[src/rtl/gpio_pkg.sv]
package gpio_pkg;

    parameter int GP_W = 8;
    parameter int GP_AW = 2;

    typedef enum logic [GP_AW-1:0] {
        SLOT_PSEL  = 2'd0,
        SLOT_STYLE = 2'd1,
        SLOT_LATCH = 2'd2,
        SLOT_PIN   = 2'd3
    } slot_e;

    typedef struct packed {
        logic oe;
        logic out;
    } pin_drive_t;

    // Per-pin resolution: peripheral ownership first, then drive style.
    function automatic pin_drive_t resolve_pin(
        input logic psel,
        input logic style_od,
        input logic latch,
        input logic p_out,
        input logic p_oe
    );
        pin_drive_t d;
        if (psel) begin
            d.oe  = p_oe;
            d.out = p_out;
        end else if (!style_od) begin
            d.oe  = 1'b1;
            d.out = latch;
        end else begin
            d.oe  = ~latch;
            d.out = 1'b0;
        end
        return d;
    endfunction

endpackage

[src/rtl/gpio_sync.sv]
module gpio_sync
    import gpio_pkg::*;
#(
    parameter int W = GP_W,
    parameter int STAGES = 2
) (
    input  logic         clk,
    input  logic         rst,
    input  logic [W-1:0] async_in,
    output logic [W-1:0] sync_out
);
    logic [W-1:0] chain [STAGES];

    genvar s;
    generate
        for (s = 0; s < STAGES; s++) begin : g_stage
            if (s == 0) begin : g_first
                always_ff @(posedge clk) begin
                    if (rst) chain[s] <= '0;
                    else     chain[s] <= async_in;
                end
            end else begin : g_next
                always_ff @(posedge clk) begin
                    if (rst) chain[s] <= '0;
                    else     chain[s] <= chain[s-1];
                end
            end
        end
    endgenerate

    assign sync_out = chain[STAGES-1];

    // Cycles since reset, saturating, used to gate the latency check.
    logic [1:0] warm;
    always_ff @(posedge clk) begin
        if (rst)               warm <= '0;
        else if (warm != 2'd3) warm <= warm + 2'd1;
    end

    generate
        if (STAGES == 2) begin : g_chk
            p_sync_latency_r8: assert property (@(posedge clk) disable iff (rst)
                (warm >= 2'd2) |-> (sync_out == $past(async_in, 2)));
        end
    endgenerate
endmodule

[src/rtl/gpio_regs.sv]
module gpio_regs
    import gpio_pkg::*;
#(
    parameter int W = GP_W
) (
    input  logic         clk,
    input  logic         rst,
    input  logic         wr_en,
    input  slot_e        sel,
    input  logic [W-1:0] wdata,
    input  logic [W-1:0] pin_state,
    output logic [W-1:0] rdata,
    output logic [W-1:0] psel_q,
    output logic [W-1:0] style_q,
    output logic [W-1:0] latch_q
);
    localparam logic [W-1:0] PSEL_RST  = '0;
    localparam logic [W-1:0] STYLE_RST = '1;
    localparam logic [W-1:0] LATCH_RST = '1;

    always_ff @(posedge clk) begin
        if (rst) begin
            psel_q  <= PSEL_RST;
            style_q <= STYLE_RST;
            latch_q <= LATCH_RST;
        end else if (wr_en) begin
            case (sel)
                SLOT_PSEL:  psel_q  <= wdata;
                SLOT_STYLE: style_q <= wdata;
                SLOT_LATCH: latch_q <= wdata;
                default:    ;
            endcase
        end
    end

    always_comb begin
        case (sel)
            SLOT_PSEL:  rdata = psel_q;
            SLOT_STYLE: rdata = style_q;
            SLOT_LATCH: rdata = latch_q;
            default:    rdata = pin_state;
        endcase
    end

    p_psel_write_r9: assert property (@(posedge clk) disable iff (rst)
        (wr_en && sel == SLOT_PSEL) |=> (psel_q == $past(wdata)));

    p_latch_write_r9: assert property (@(posedge clk) disable iff (rst)
        (wr_en && sel == SLOT_LATCH) |=> (latch_q == $past(wdata)));

    p_pin_slot_no_write_r10: assert property (@(posedge clk) disable iff (rst)
        (wr_en && sel == SLOT_PIN) |=>
            ($stable(psel_q) && $stable(style_q) && $stable(latch_q)));
endmodule

[src/rtl/gpio_pad_mux.sv]
module gpio_pad_mux
    import gpio_pkg::*;
#(
    parameter int W = GP_W
) (
    input  logic [W-1:0] psel,
    input  logic [W-1:0] style_od,
    input  logic [W-1:0] latch,
    input  logic [W-1:0] p_out,
    input  logic [W-1:0] p_oe,
    output logic [W-1:0] pad_out,
    output logic [W-1:0] pad_oe
);
    genvar i;
    generate
        for (i = 0; i < W; i++) begin : g_pin
            pin_drive_t drv;
            always_comb begin
                drv = resolve_pin(psel[i], style_od[i], latch[i], p_out[i], p_oe[i]);
                pad_out[i] = drv.out;
                pad_oe[i]  = drv.oe;
            end
        end
    endgenerate
endmodule

[src/rtl/gpio_port.sv]
module gpio_port
    import gpio_pkg::*;
#(
    parameter int W = GP_W,
    parameter int AW = GP_AW,
    parameter int SYNC_STAGES = 2
) (
    input  logic          clk,
    input  logic          rst,
    input  logic          wr_en,
    input  logic [AW-1:0] addr,
    input  logic [W-1:0]  wdata,
    output logic [W-1:0]  rdata,
    input  logic [W-1:0]  periph_out,
    input  logic [W-1:0]  periph_oe,
    input  logic [W-1:0]  pad_in,
    output logic [W-1:0]  pad_out,
    output logic [W-1:0]  pad_oe
);
    logic [W-1:0] pin_state;
    logic [W-1:0] psel_q, style_q, latch_q;
    slot_e        sel;

    assign sel = slot_e'(addr);

    gpio_sync #(.W(W), .STAGES(SYNC_STAGES)) u_sync (
        .clk      (clk),
        .rst      (rst),
        .async_in (pad_in),
        .sync_out (pin_state)
    );

    gpio_regs #(.W(W)) u_regs (
        .clk       (clk),
        .rst       (rst),
        .wr_en     (wr_en),
        .sel       (sel),
        .wdata     (wdata),
        .pin_state (pin_state),
        .rdata     (rdata),
        .psel_q    (psel_q),
        .style_q   (style_q),
        .latch_q   (latch_q)
    );

    gpio_pad_mux #(.W(W)) u_mux (
        .psel     (psel_q),
        .style_od (style_q),
        .latch    (latch_q),
        .p_out    (periph_out),
        .p_oe     (periph_oe),
        .pad_out  (pad_out),
        .pad_oe   (pad_oe)
    );

    p_reset_hiz_r1: assert property (@(posedge clk) disable iff (rst)
        $past(rst) |-> (pad_oe == '0));

    // All pins owned by the peripheral: pad follows only the peripheral.
    p_periph_owns_r6: assert property (@(posedge clk) disable iff (rst)
        ((&psel_q) && $stable(psel_q) && $stable(periph_out) && $stable(periph_oe))
            |-> ($stable(pad_out) && $stable(pad_oe)));
endmodule

[config.mk]
export PLATFORM = sky130hd
export DESIGN_NAME = gpio_port
export DESIGN_NICKNAME = d
export VERILOG_FILES = /design/src/rtl/gpio_pkg.sv /design/src/rtl/gpio_sync.sv /design/src/rtl/gpio_regs.sv /design/src/rtl/gpio_pad_mux.sv /design/src/rtl/gpio_port.sv
export SDC_FILE = /design/constraint.sdc
export NUM_CORES = 1
export LEC_CHECK = 0
export ABC_AREA = 1
export BUFFER_PORTS_ARGS = -buffer_cell sky130_fd_sc_hd__buf_2
export CORE_MARGIN = 3
export CORE_UTILIZATION = 45
export DETAILED_ROUTE_END_ITERATION = 8
export GPL_TIMING_DRIVEN = 0
export PLACE_DENSITY = 0.76
export SYNTH_ARGS = -nofsm -noshare
export SYNTH_HDL_FRONTEND = slang
export SYNTH_SLANG_ARGS = --single-unit
export TNS_END_PERCENT = 1
[constraint.sdc]
create_clock -name clk -period 0.8 [get_ports clk]
set_input_delay 0.08 -clock clk [delete_from_list [all_inputs] [get_ports clk]]
set_output_delay 0.08 -clock clk [all_outputs]
set_load 0.03 [all_outputs]
==> qor.yml <==
final_core_util: 0.747
diodes: 0
multi_input_area_um2: 1150
place_congestion: 0.931
die_area_um2: 5110
leakage_uw: 0.00137
core_um2: 4060
fin_ws_ns: -0.399
clock-sinks: 40
worst_pin_slew_ns: 0.238
worst_hold_slack_ns: 0.0462
clkLatencyLatePin_ns: 0.29
fillers: 290
final_cell_count_no_fill: 394
cts.clk_slew.worst_paths_ns: 0.09
first_global_vias: 2120
async_flop_share: 0
viasPerCell: 5.59
ys_seq_area_frac: 0.415
relSlewSlack: 0.842
routed-via-count: 2204
crit_path_end_kind: "primary output"
synth.cell_area_um2: 1930
syn_nets: 309
fmax_ghz: 0.834
die_w_um: 71.5
ys_top_cells_by_area: "dfxtp_1 (41%), nand3_1 (12%), nand2_1 (8.0%)"
skew_ns: 0.00620
area_growth_pct: 57.0
crit_path_start_kind: "register"
synth.avg_cell_area_um2: 7.10
yosysMostFrequentCell: "nand3_1"
p_seq_frac: 0.422
violations: "setup timing"
rsz0062_at_grt: "true"
design_area_um2: 3030
p_int_uw: 3600
cts_setup_buffers: 0
synthCells: 272
ys_seq_elements: 40
cap_violations: 0
nNetsFinal: 380
hpwl_um: 3830
synth_top_area_share: 0.415
grt_usage: 0.239
drive_above_1_share: 0.451
drt-initial-drc-count: 245
drc_errors: 0
crit_required_ns: 0.72
rows: 23
grt_max_degree: 13
seqCellArea_um2: 888
synth_warnings: 0
synth_ff_type: "dfxtp_1"
final-max-slew-violation-count: 0
port_buffers: 56
crit_fanout: 5
cts_buffer_depth: 2
hold_viol_final: 0
floorplan.initialDensity: 0.476
firstDrtPassIters: 7
synthTopCellsByCount: "nand3_1 (48), nand2_1 (41), dfxtp_1 (40), inv_1 (39), nor2_1 (32)"
switching_share: 0.310
synth_edf_count: 0
clkPwrFrac: 0.313
grt_first_pass_wirelength_um: 9700
place_area_um2: 2530
cts_tree: "built"
cts_buffers: 5
period_share: 1.50
cts-root-buf: "clkbuf_8"
grt-ovfl-total: 0
cp_data_arrival_time_ns: 1.12
setup_viol: 24
setup_tns_ns: -8.23
cts-htree-levels: 2
min_period_ns: 1.20
drt_wl_total_um: 5950
p_per_area_nw_per_um2: 1720
io_pins: 61
ant_nets: 0
status: "finished with violations"
ir_worst_vdd_v: 0.00157
p_switching_uw: 1610
wire_per_inst_um: 15.1
yosysTopAreaCell: "dfxtp_1"
antenna_found_initial: 0
place_inst: 378
die_y_um: 71.5
pwr-share-comb: 0.265
hold_path_class: "input pin to register"
critPathKind: "register to primary output"
synth_cell_type_count: 16
[worst max-delay path, cell delays in order (launching register included)]
cell and delay [ns]:
dfxtp_4 0.38, inv_4 0.08, nor2_4 0.04, a31oi_4 0.15
buf_6 0.16
[per-stage QoR]
step	setup slack (ns)	total power [uW]
after floorplan	-0.0671	3050
after global placement	-0.235	3360
after detailed placement	-0.281	3380
after CTS	-0.368	5190
after global routing	-0.417	5430
final	-0.399	5210
[power by group through the flow]
stage | Combinational [uW] | Sequential [uW] | Clock (uW)
3_3_place_gp | 1100 | 2260 | 0
4_1_cts | 1330 | 2200 | 1650
5_1_grt | 1470 | 2220 | 1750
2_1_floorplan | 812 | 2240 | 0
6_report | 1380 | 2200 | 1630
3_5_place_dp | 1110 | 2270 | 0
[timing repair]
action	in CTS	in global routing
pin swaps	12	0
endpoints found under the hold margin	8	0
gates resized for setup	111	10
endpoints found under the setup margin	24	24
hold buffers	8	0
[flip-flops by register name, summed over array words and instances (netlist names)]
signal and cells:
u_regs.psel_q 8, u_sync.chain 16, u_regs.style_q 8, u_regs.latch_q 8
[placed cells by master, fill, tap and decap left out, types with 2 or more instances in the layout]
master         netlist  layout
nand3_1             48      45
buf_2               12      44
nand2_1             41      39
buf_6                4      27
nand4_1             24      24
inv_1               39      24
nor2_1              32      24
dfxtp_4              0      23
dfxtp_1             40      16
inv_4                0      10
inv_2                3       8
a31oi_4              0       8
a21oi_1              8       8
dlygate4sd3_1        0       8
o31ai_4              0       7
nor2_4               0       6
nand3_2              2       5
clkbuf_8             0       5
buf_4                2       2
nand2_2              0       2
nor2_2               0       2
[path summary, 6_finish.rpt]
kind,from,end,slack [ns],depth (start not counted)
setup / recovery,u_regs.psel_q[6],pad_oe[6],-0.40,4
hold / removal,rst,u_sync.chain[0][7],0.05,2
setup reg to reg,u_regs.psel_q[2],u_regs.psel_q[2],0.11,2
hold reg to reg,u_sync.chain[0][4],u_sync.chain[1][4],0.40,2
[kinds of logic after synthesis]
logic type             count (synthesis)  share of synthesized area
AOI/OAI and AO/OA                     24                     0.0765
buffers and inverters                 60                      0.144
DFF                                   40                      0.415
and+or+nand+nor                      148                      0.365
[layer usage]
layer | vias to the layer above | wire (um) | GRT usage
met1 | 982 | 2300 | 0.283
met2 | 152 | 2960 | 0.421
met5 | - | 0 | 0
met3 | 15 | 597 | 0.0505
met4 | 0 | 85 | 0.0898
li1 | 1055 | - | -
[layout make-up]
type	instances	area share
inverter	42	0.0603
sequential	40	0.293
timing repair buffer	64	0.168
clock buffer	6	0.0239
tap	50	0.0206
buffer	18	0.0425
clock inverter	2	0.0116
multi-input combinational	172	0.379
Power figures use the tool's default switching activity.
